==> src/rtl/pfx_pkg.sv <==
`timescale 1ns/1ps
package pfx_pkg;

   typedef enum logic [2:0] {
      PK_NONE, PK_LOCK, PK_REP, PK_REPNE, PK_SEG, PK_OPSZ, PK_ADSZ
   } pfx_kind_e;

   localparam logic [1:0] SZ_BYTE = 2'd0;
   localparam logic [1:0] SZ_HALF = 2'd1;
   localparam logic [1:0] SZ_WORD = 2'd2;

   localparam logic [1:0] RPT_NONE = 2'd0;
   localparam logic [1:0] RPT_EQ   = 2'd1;
   localparam logic [1:0] RPT_NE   = 2'd2;

   localparam logic [7:0] OPC_INC_CNT = 8'h41;
   localparam logic [7:0] OPC_ADD_LO  = 8'h04;
   localparam logic [7:0] OPC_ADD_ACC = 8'h05;

   typedef struct packed {
      pfx_kind_e  kind;
      logic [2:0] seg;
   } pfx_class_t;

   typedef struct packed {
      logic       lock;
      logic [1:0] rep;
      logic [2:0] seg;
      logic       op_flip;
      logic       ad_flip;
   } pfx_state_t;

endpackage

==> src/rtl/pfx_classify.sv <==
`timescale 1ns/1ps
module pfx_classify
   import pfx_pkg::*;
(
   input  logic [7:0] byte_in,
   output pfx_class_t cls
);
   always_comb begin
      cls.kind = PK_NONE;
      cls.seg  = 3'd0;
      case (byte_in)
         8'hF0: cls.kind = PK_LOCK;
         8'hF3: cls.kind = PK_REP;
         8'hF2: cls.kind = PK_REPNE;
         8'h66: cls.kind = PK_OPSZ;
         8'h67: cls.kind = PK_ADSZ;
         8'h26: begin cls.kind = PK_SEG; cls.seg = 3'd1; end
         8'h2E: begin cls.kind = PK_SEG; cls.seg = 3'd2; end
         8'h36: begin cls.kind = PK_SEG; cls.seg = 3'd3; end
         8'h3E: begin cls.kind = PK_SEG; cls.seg = 3'd4; end
         8'h64: begin cls.kind = PK_SEG; cls.seg = 3'd5; end
         8'h65: begin cls.kind = PK_SEG; cls.seg = 3'd6; end
         default: ;
      endcase
   end
endmodule

==> src/rtl/pfx_accum.sv <==
`timescale 1ns/1ps
module pfx_accum
   import pfx_pkg::*;
#(
   parameter int MAX_PFX = 4,
   localparam int CNT_W = $clog2(MAX_PFX + 1)
) (
   input  logic             clk,
   input  logic             rst_n,
   input  logic             take,
   input  logic             flush,
   input  pfx_class_t       cls,
   output pfx_state_t       st,
   output logic [CNT_W-1:0] cnt,
   output logic             full
);
   assign full = (cnt == CNT_W'(MAX_PFX));

   always_ff @(posedge clk or negedge rst_n) begin
      if (!rst_n) begin
         st  <= '0;
         cnt <= '0;
      end else if (flush) begin
         st  <= '0;
         cnt <= '0;
      end else if (take) begin
         cnt <= cnt + 1'b1;
         case (cls.kind)
            PK_LOCK:  st.lock    <= 1'b1;
            PK_REP:   st.rep     <= RPT_EQ;
            PK_REPNE: st.rep     <= RPT_NE;
            PK_SEG:   st.seg     <= cls.seg;
            PK_OPSZ:  st.op_flip <= 1'b1;
            PK_ADSZ:  st.ad_flip <= 1'b1;
            default: ;
         endcase
      end
   end
endmodule

==> src/rtl/pfx_size_len.sv <==
`timescale 1ns/1ps
module pfx_size_len
   import pfx_pkg::*;
#(
   parameter int MAX_PFX     = 4,
   parameter bit SHORT_FORMS = 1'b1,
   localparam int CNT_W = $clog2(MAX_PFX + 1),
   localparam int LEN_W = $clog2(MAX_PFX + 6)
) (
   input  logic [7:0]       opcode,
   input  logic             mode32,
   input  logic             op_flip,
   input  logic [CNT_W-1:0] pcnt,
   output logic [1:0]       opsz,
   output logic             len_known,
   output logic [LEN_W-1:0] len
);
   logic full32;
   assign full32 = mode32 ^ op_flip;
   assign opsz   = opcode[0] ? (full32 ? SZ_WORD : SZ_HALF) : SZ_BYTE;

   generate
      if (SHORT_FORMS) begin : g_len
         logic [LEN_W-1:0] imm;
         logic             hit;
         always_comb begin
            hit = 1'b1;
            imm = '0;
            case (opcode)
               OPC_INC_CNT: imm = '0;
               OPC_ADD_LO:  imm = LEN_W'(1);
               OPC_ADD_ACC: imm = full32 ? LEN_W'(4) : LEN_W'(2);
               default:     hit = 1'b0;
            endcase
            len_known = hit;
            len       = hit ? (LEN_W'(1) + imm + LEN_W'(pcnt)) : '0;
         end
      end else begin : g_nolen
         logic unused_pcnt;
         assign unused_pcnt = ^pcnt;
         assign len_known   = 1'b0;
         assign len         = '0;
      end
   endgenerate
endmodule

==> src/rtl/insn_prefix_decoder.sv <==
`timescale 1ns/1ps
module insn_prefix_decoder
   import pfx_pkg::*;
#(
   parameter int MAX_PFX     = 4,
   parameter bit SHORT_FORMS = 1'b1,
   localparam int CNT_W = $clog2(MAX_PFX + 1),
   localparam int LEN_W = $clog2(MAX_PFX + 6)
) (
   input  logic             clk,
   input  logic             rst_n,
   input  logic             mode32,
   input  logic             in_valid,
   input  logic [7:0]       in_byte,
   output logic             in_ready,
   output logic             out_valid,
   output logic             out_opc_valid,
   output logic             out_error,
   output logic [7:0]       out_opcode,
   output logic             out_lock,
   output logic [1:0]       out_rep,
   output logic [2:0]       out_seg,
   output logic [1:0]       out_opsz,
   output logic             out_adsz32,
   output logic [CNT_W-1:0] out_pfx_cnt,
   output logic             out_len_known,
   output logic [LEN_W-1:0] out_len
);
   generate
      if (MAX_PFX < 1 || MAX_PFX > 15) begin : g_bad_cfg
         $error("MAX_PFX must be within 1..15");
      end
   endgenerate

   pfx_class_t       cls;
   pfx_state_t       st;
   logic [CNT_W-1:0] cnt;
   logic             full, accept, is_pfx, take, emit, overflow;
   logic [1:0]       opsz;
   logic             len_known;
   logic [LEN_W-1:0] len;

   assign in_ready = !out_valid;
   assign accept   = in_valid && in_ready;
   assign is_pfx   = (cls.kind != PK_NONE);
   assign take     = accept && is_pfx && !full;
   assign overflow = accept && is_pfx && full;
   assign emit     = accept && (!is_pfx || full);

   pfx_classify u_cls (
      .byte_in (in_byte),
      .cls     (cls)
   );

   pfx_accum #(.MAX_PFX(MAX_PFX)) u_acc (
      .clk   (clk),
      .rst_n (rst_n),
      .take  (take),
      .flush (emit),
      .cls   (cls),
      .st    (st),
      .cnt   (cnt),
      .full  (full)
   );

   pfx_size_len #(.MAX_PFX(MAX_PFX), .SHORT_FORMS(SHORT_FORMS)) u_sz (
      .opcode    (in_byte),
      .mode32    (mode32),
      .op_flip   (st.op_flip),
      .pcnt      (cnt),
      .opsz      (opsz),
      .len_known (len_known),
      .len       (len)
   );

   always_ff @(posedge clk or negedge rst_n) begin
      if (!rst_n) begin
         out_valid     <= 1'b0;
         out_opc_valid <= 1'b0;
         out_error     <= 1'b0;
         out_opcode    <= '0;
         out_lock      <= 1'b0;
         out_rep       <= RPT_NONE;
         out_seg       <= '0;
         out_opsz      <= SZ_BYTE;
         out_adsz32    <= 1'b0;
         out_pfx_cnt   <= '0;
         out_len_known <= 1'b0;
         out_len       <= '0;
      end else begin
         out_valid <= emit;
         if (emit) begin
            out_opc_valid <= !overflow;
            out_error     <= overflow;
            out_opcode    <= in_byte;
            out_lock      <= st.lock;
            out_rep       <= st.rep;
            out_seg       <= st.seg;
            out_adsz32    <= mode32 ^ st.ad_flip;
            out_pfx_cnt   <= cnt;
            out_opsz      <= overflow ? SZ_BYTE : opsz;
            out_len_known <= overflow ? 1'b0 : len_known;
            out_len       <= overflow ? '0 : len;
         end
      end
   end
endmodule

==> config.mk <==
export PLATFORM = sky130hd
export DESIGN_NAME = insn_prefix_decoder
export DESIGN_NICKNAME = d
export VERILOG_FILES = /design/src/rtl/pfx_pkg.sv /design/src/rtl/pfx_classify.sv /design/src/rtl/pfx_accum.sv /design/src/rtl/pfx_size_len.sv /design/src/rtl/insn_prefix_decoder.sv
export SDC_FILE = /design/constraint.sdc
export NUM_CORES = 1
export LEC_CHECK = 0
export ABC_AREA = 1
export BUFFER_PORTS_ARGS = -buffer_cell sky130_fd_sc_hd__buf_2
export CAP_MARGIN = 20
export CORE_MARGIN = 2
export CORE_UTILIZATION = 59
export CTS_CLUSTER_SIZE = 16
export DETAILED_ROUTE_END_ITERATION = 8
export GPL_TIMING_DRIVEN = 0
export PLACE_DENSITY_LB_ADDON = 0.2
export SYNTH_ARGS = -nofsm -noshare
export SYNTH_HDL_FRONTEND = slang
export SYNTH_SLANG_ARGS = --single-unit
==> constraint.sdc <==
create_clock -name clk -period 3.6 [get_ports clk]
set_clock_uncertainty 0.1 [all_clocks]
set_input_delay 0.36 -clock clk [delete_from_list [all_inputs] [get_ports clk]]
set_output_delay 0.36 -clock clk [all_outputs]
set_load 0.01 [all_outputs]
==> results_dict.tcl, run 1 <==
set metrics [dict create \
    p_sw_mw 0.3626 \
    cts_buffers 5 \
    cp-end-kind "register" \
    critPathKind "register to register" \
    cap_violations 0 \
    layout_commonest_cell "nand2_1" \
    final_core_util_pct 71.43 \
    htreeDepth 2 \
    fp.dieH_um 63.32 \
    synth_cell_types 29 \
    max_slew.worst_pin.slew_ps 858.9 \
    crit_path_top_delay_cell "dfrtp_1" \
    total_power_mw 1.093 \
    drive_gt1_share_pct 32.29 \
    postCtsHoldBufs 0 \
    grt_pass1_wl_um 7590 \
    final_area_um2 2402 \
    hold_violations 18 \
    ios 41 \
    vias 1717 \
    dieArea_um2 4009 \
    hold-worst-slack_ps -6.245 \
    root_buffer "clkbuf_4" \
    combinationalPowerShare_pct 27.9 \
    start_kind "register" \
    synth_ff_type "dfrtp_1" \
    yosysWarnings 0 \
    syn_area_um2 2076 \
    leakagePower_nw 1.322 \
    hp-class "input pin to async pin" \
    final_cell_mix "nand2_1, buf_2, dfrtp_1" \
    diodes 0 \
    drt_iter0_drc 78 \
    drtPass1Iterations 4 \
    die_x_um 63.32 \
    period_share_pct 52.50 \
    path_cells "inv_1 > ha_1 > nand3_1 > inv_1 > nor2_8 > buf_6 > nand2_1 > o21ai_1" \
    rows 21 \
    clockBufferDepth 2 \
    internal-power_mw 0.7300 \
    dp.cells 326 \
    cpMostUsedCell "inv_1" \
    fill_cells 310 \
    drv_slew 0 \
    antenna_found_initial 0 \
    reg2reg_depth 8 \
    synth_seq_cells 39 \
    io_buffers 40 \
    post-place-ws_ps 1426 \
    synthArstFlopShare_pct 100.0 \
    grt_overflow 0 \
    setup_viol 0 \
    pwr-share-clk_pct 23.2 \
    finalWirelength_um 4203 \
    cp_max_fo 10 \
    syn_inst 240 \
    gp_congestion 0.9040 \
    first_global_vias 1662 \
    vias_per_cell 5.141 \
    synth-edff-count 0 \
    tritoncts "done" \
    clock-sinks 39 \
    clkSlewWorstSetupHoldPaths_ps 120 \
    setup_tns_ps 0 \
    swShare_pct 33.19 \
    rsz0062_at_grt "no" \
    max_freq_ghz 0.5291 \
    p_per_area_nw_per_um2 454.8 \
    cts_resized 0 \
    critPathArrivalTime_ps 2060 \
    power.share.sequential_pct 48.9 \
    status "complete, but fails checks" \
    violations "hold timing" \
    critPathTopFamily "simple AND/OR/NAND/NOR gates" \
    path_buf_inv 3 \
    seq_area_frac_synth_pct 47.02 \
    relSlewSlack_pct 42.02 \
    path_depth 8 \
    period_needed_ps 1890 \
    max_stage_delay_ps 470 \
    required_ps 3770 \
    final_nets 305 \
    dp_hpwl_um 3267 \
    syn_area_per_cell_um2 8.649 \
    drtAntennaViolNets 0 \
    post_cts_buffers 0 \
    areaGrowthSynthToFinish_pct 15.73 \
    start_util_pct 61.72 \
    track_usage_pct 24.77 \
    place_area_um2 2333 \
    final_cells 334 \
    drc 0 \
    syn-num-nets 258 \
    grt_max_degree 40 \
    peakVddDrop_uv 256.5 \
    setup_ws_ps 1710 \
    clock_latency_ps 350 \
    wire_per_inst_um 12.58 \
    core_area_um2 3363 \
]
==> Yosys cell counts, types with 2 or more instances <==
cell type	instances	area share (%)
nor2_8	2	1.9
nand2_1	78	14
dfrtp_1	39	47
nor2_2	4	1.2
nor2_1	16	2.9
nor3_1	3	0.72
inv_1	15	2.7
nand3_1	14	3.4
o21ai_2	13	5.5
buf_6	4	2.2
nor2_4	2	1.1
o21ai_0	4	0.96
nand4_1	3	0.90
nand2_2	9	2.7
xnor2_1	3	1.3
a21oi_1	4	0.96
and2_1	2	0.60
o21ai_1	3	0.72
inv_2	8	1.4
ha_1	5	3.0
==> flip-flops by register name (all words and copies together) (netlist names), 2 cells and up <==
signal and flops:
out_opcode 8, out_opsz 2, u_acc.st 8, out_seg 3
out_pfx_cnt 3, u_acc.cnt 3, out_rep 2, out_len 4
==> final cells by class <==
class | count | area [µm²] | area share, %
flip-flops and latches | 39 | 975.9 | 40.63
multi-input cells | 173 | 964.7 | 40.16
repair buffers | 40 | 200.2 | 8.333
inverters | 23 | 86.33 | 3.594
clock buffers | 8 | 68.82 | 2.865
well taps | 46 | 57.56 | 2.396
plain buffers | 5 | 48.80 | 2.031
==> power groups by stage <==
stage | registers [mW] | clock network (mW) | logic [mW]
2_1_floorplan | 0.563 | 0 | 0.173
3_3_place_gp | 0.539 | 0 | 0.296
3_5_place_dp | 0.543 | 0 | 0.306
4_1_cts | 0.535 | 0.257 | 0.308
5_1_grt | 0.543 | 0.279 | 0.343
6_report | 0.535 | 0.253 | 0.305
==> cell families (layout without fill, tap and decap cells) <==
kind of cell	count (synthesis)	after routing	synth area share [%]
AOI/OAI and AO/OA	26	26	8.861
buffers and inverters	28	76	6.509
adders and majority gates	6	6	3.978
and+or+nand+nor	137	137	31.95
DFF	39	39	47.02
xor gates and xnor gates	4	4	1.688
==> routing by layer <==
metal,vias up,routed length [µm],part of all wire [%],track usage (%)
met5,-,0,0,0
met4,0,53,1.3,9.511
met3,6,198,4.7,5.536
met2,39,2153,51,41.89
met1,815,1797,43,31.04
li1,857,-,-,-
==> worst paths after layout <==
path / start / end / slack (ps)
max: u_acc.cnt[1]$_DFFE_PN0P_ / out_len[2]$_DFFE_PN0P_ / 1710
min: rst_n / out_pfx_cnt[1]$_DFFE_PN0P_ / -6
max reg2reg: u_acc.cnt[1]$_DFFE_PN0P_ / out_len[2]$_DFFE_PN0P_ / 1710
min reg2reg: out_len[3]$_DFFE_PN0P_ / out_len[3]$_DFFE_PN0P_ / 380
max in group asynchronous: rst_n / out_opcode[3]$_DFFE_PN0P_ / 2880
min in group clk: in_byte[7] / out_opcode[7]$_DFFE_PN0P_ / 170
Note: power is estimated with default switching activity, not from simulation.
==> run 2, diff against run 1 <==
--- a/config.mk
+++ b/config.mk
@@ -9,7 +9,7 @@
 export BUFFER_PORTS_ARGS = -buffer_cell sky130_fd_sc_hd__buf_2
 export CAP_MARGIN = 20
 export CORE_MARGIN = 2
-export CORE_UTILIZATION = 59
+export CORE_UTILIZATION = 49
 export CTS_CLUSTER_SIZE = 16
 export DETAILED_ROUTE_END_ITERATION = 8
 export GPL_TIMING_DRIVEN = 0
==> constraint.sdc (replaced) <==
create_clock -name clk -period 1.6 [get_ports clk]
set_clock_uncertainty 0.1 [all_clocks]
set_input_delay 0.16 -clock clk [delete_from_list [all_inputs] [get_ports clk]]
set_output_delay 0.16 -clock clk [all_outputs]
set_load 0.01 [all_outputs]
==> results_dict.tcl, run 2 (synthesis gave the netlist of run 1 again) <==
set metrics [dict create \
    cts_buffers 5 \
    start_util_pct 51.52 \
    holdPathStages 3 \
    finalWirelength_um 4313 \
    start_kind "register" \
    fp.dieH_um 69.09 \
    grt_max_degree 40 \
    fill_cells 357 \
    areaGrowthSynthToFinish_pct 22.97 \
    period_share_pct 101.5 \
    setup_ws_ps -23.22 \
    clock-sinks 39 \
    clkSlewWorstSetupHoldPaths_ps 70 \
    diodes 0 \
    hp-class "input pin to register" \
    hold_violations 0 \
    internal-power_mw 1.840 \
    drive_gt1_share_pct 37.37 \
    period_needed_ps 1623 \
    clockBufferDepth 2 \
    gp_congestion 0.9083 \
    cap_violations 0 \
    max_slew.worst_pin.slew_ps 857.0 \
    final_cells 347 \
    critPathKind "register to register" \
    p_per_area_nw_per_um2 1059 \
    drtPass1Iterations 4 \
    track_usage_pct 19.34 \
    rows 23 \
    hold_path_end "out_opcode[6]$_DFFE_PN0P_" \
    r2r_end "out_len[1]$_DFFE_PN0P_" \
    final_core_util_pct 63.35 \
    cp_max_fo 3 \
    core_area_um2 4029 \
    multiInputGateArea_um2 1003 \
    post-place-ws_ps -260.3 \
    drv_slew 0 \
    relSlewSlack_pct 42.87 \
    final_cell_mix "nand2_1, buf_2, dfrtp_1" \
    antenna_found_initial 0 \
    ios 41 \
    reg2reg_depth 6 \
    total_power_mw 2.704 \
    root_buffer "clkbuf_8" \
    leakagePower_nw 1.387 \
    peakVddDrop_uv 417.6 \
    clock_latency_ps 290 \
    required_ps 1680 \
    reg2reg_from "u_acc.st[1]$_DFFE_PN0P_" \
    cp-end-kind "register" \
    dp.cells 330 \
    dieArea_um2 4773 \
    wire_per_inst_um 12.43 \
    drtAntennaViolNets 0 \
    vias_per_cell 4.905 \
    combinationalPowerShare_pct 29.1 \
    tritoncts "done" \
    max_freq_ghz 0.6161 \
    die_x_um 69.09 \
    swShare_pct 31.96 \
    rsz0062_at_grt "yes" \
    drt_iter0_drc 105 \
    io_buffers 40 \
    top_regs "out_opcode: 8 flops, u_acc.st: 8 flops, out_len: 4 flops" \
    first_global_vias 1596 \
    pwr-share-clk_pct 26.8 \
    r2r_slack_ps -20 \
    violations "setup timing" \
    status "complete, but fails checks" \
    critPathArrivalTime_ps 1710 \
    grt_overflow 0 \
    dp_hpwl_um 3140 \
    htreeDepth 2 \
    power.share.sequential_pct 44.1 \
    layout_commonest_cell "nand2_1" \
    regArea_um2 975.9 \
    grt_pass1_wl_um 7431 \
    setup_viol 1 \
    drc 0 \
    vias 1702 \
    hold_start "in_byte[6]" \
    p_sw_mw 0.8641 \
    final_nets 314 \
]
## run 2: cell types whose count changed in the layout (fill, tap and decap cells not counted), moves of 2 or more
cell	delta
buf_4	+7
xnor2_1	-2
xnor2_2	+2
inv_2	+3
clkbuf_4	-5
inv_1	-3
clkbuf_8	+5
## run 2: area by class of cell
type,instances,share of cell area (%)
multi-input combinational,173,39.31
timing repair buffer,49,10.74
sequential,39,38.24
inverter,23,3.382
buffer,5,1.961
clock buffer,8,3.922
tap,50,2.451
## run 2: critical path, stage by stage (launching register included)
cell and delay, ps:
dfrtp_1 410, xnor2_2 180, inv_1 100, nor2_2 140
fa_1 430, nand3_1 110, nand2_1 50
## run 2: timing repair
action                                  4_1_cts  5_1_grt
endpoints found under the hold margin        39        0
gates resized for setup                       4        7
pin swaps                                     4        7
hold buffers                                  1        0
buffers inserted                              5        3
cloned                                        0        0
endpoints found under the setup margin       29       33
## run 2: layer usage
metal | global-route usage (%) | routed length, µm
met2 | 30.98 | 2077
met1 | 25.93 | 2036
met5 | 0 | 0
met4 | 6.536 | 65
met3 | 4.386 | 134
## run 2: worst max-delay path by stage
stage,start,to,slack [ps]
finish,u_acc.st[1]$_DFFE_PN0P_,out_len[1]$_DFFE_PN0P_,-20
global placement,in_byte[3],out_len[2]$_DFFE_PN0P_,-260
floorplan,out_valid$_DFF_PN0_,u_acc.st[6]$_DFFE_PN0P_,-4
CTS,u_acc.st[1]$_DFFE_PN0P_,out_len[1]$_DFFE_PN0P_,-30
global route,u_acc.st[1]$_DFFE_PN0P_,out_len[1]$_DFFE_PN0P_,-100
detailed placement,in_byte[3],out_len[2]$_DFFE_PN0P_,-260
## run 2: power by group through the flow
stage / clock network, mW / registers [mW] / logic, mW
finish: 0.725 / 1.19 / 0.786
global placement: 0 / 1.21 / 0.673
global route: 0.787 / 1.21 / 0.861
detailed placement: 0 / 1.22 / 0.686
floorplan: 0 / 1.27 / 0.390
CTS: 0.746 / 1.19 / 0.735
## run 2: metrics by stage
stage	instance area (µm²)	setup TNS (ps)	hold WS (ps)
final	2552	-23.22	24.12
after floorplan	2078	-4.272	-235.6
after global routing	2552	-625.2	33.71
after global placement	2341	-4616	220.6
after CTS	2502	-26.66	13.66
after detailed placement	2341	-5025	227.6
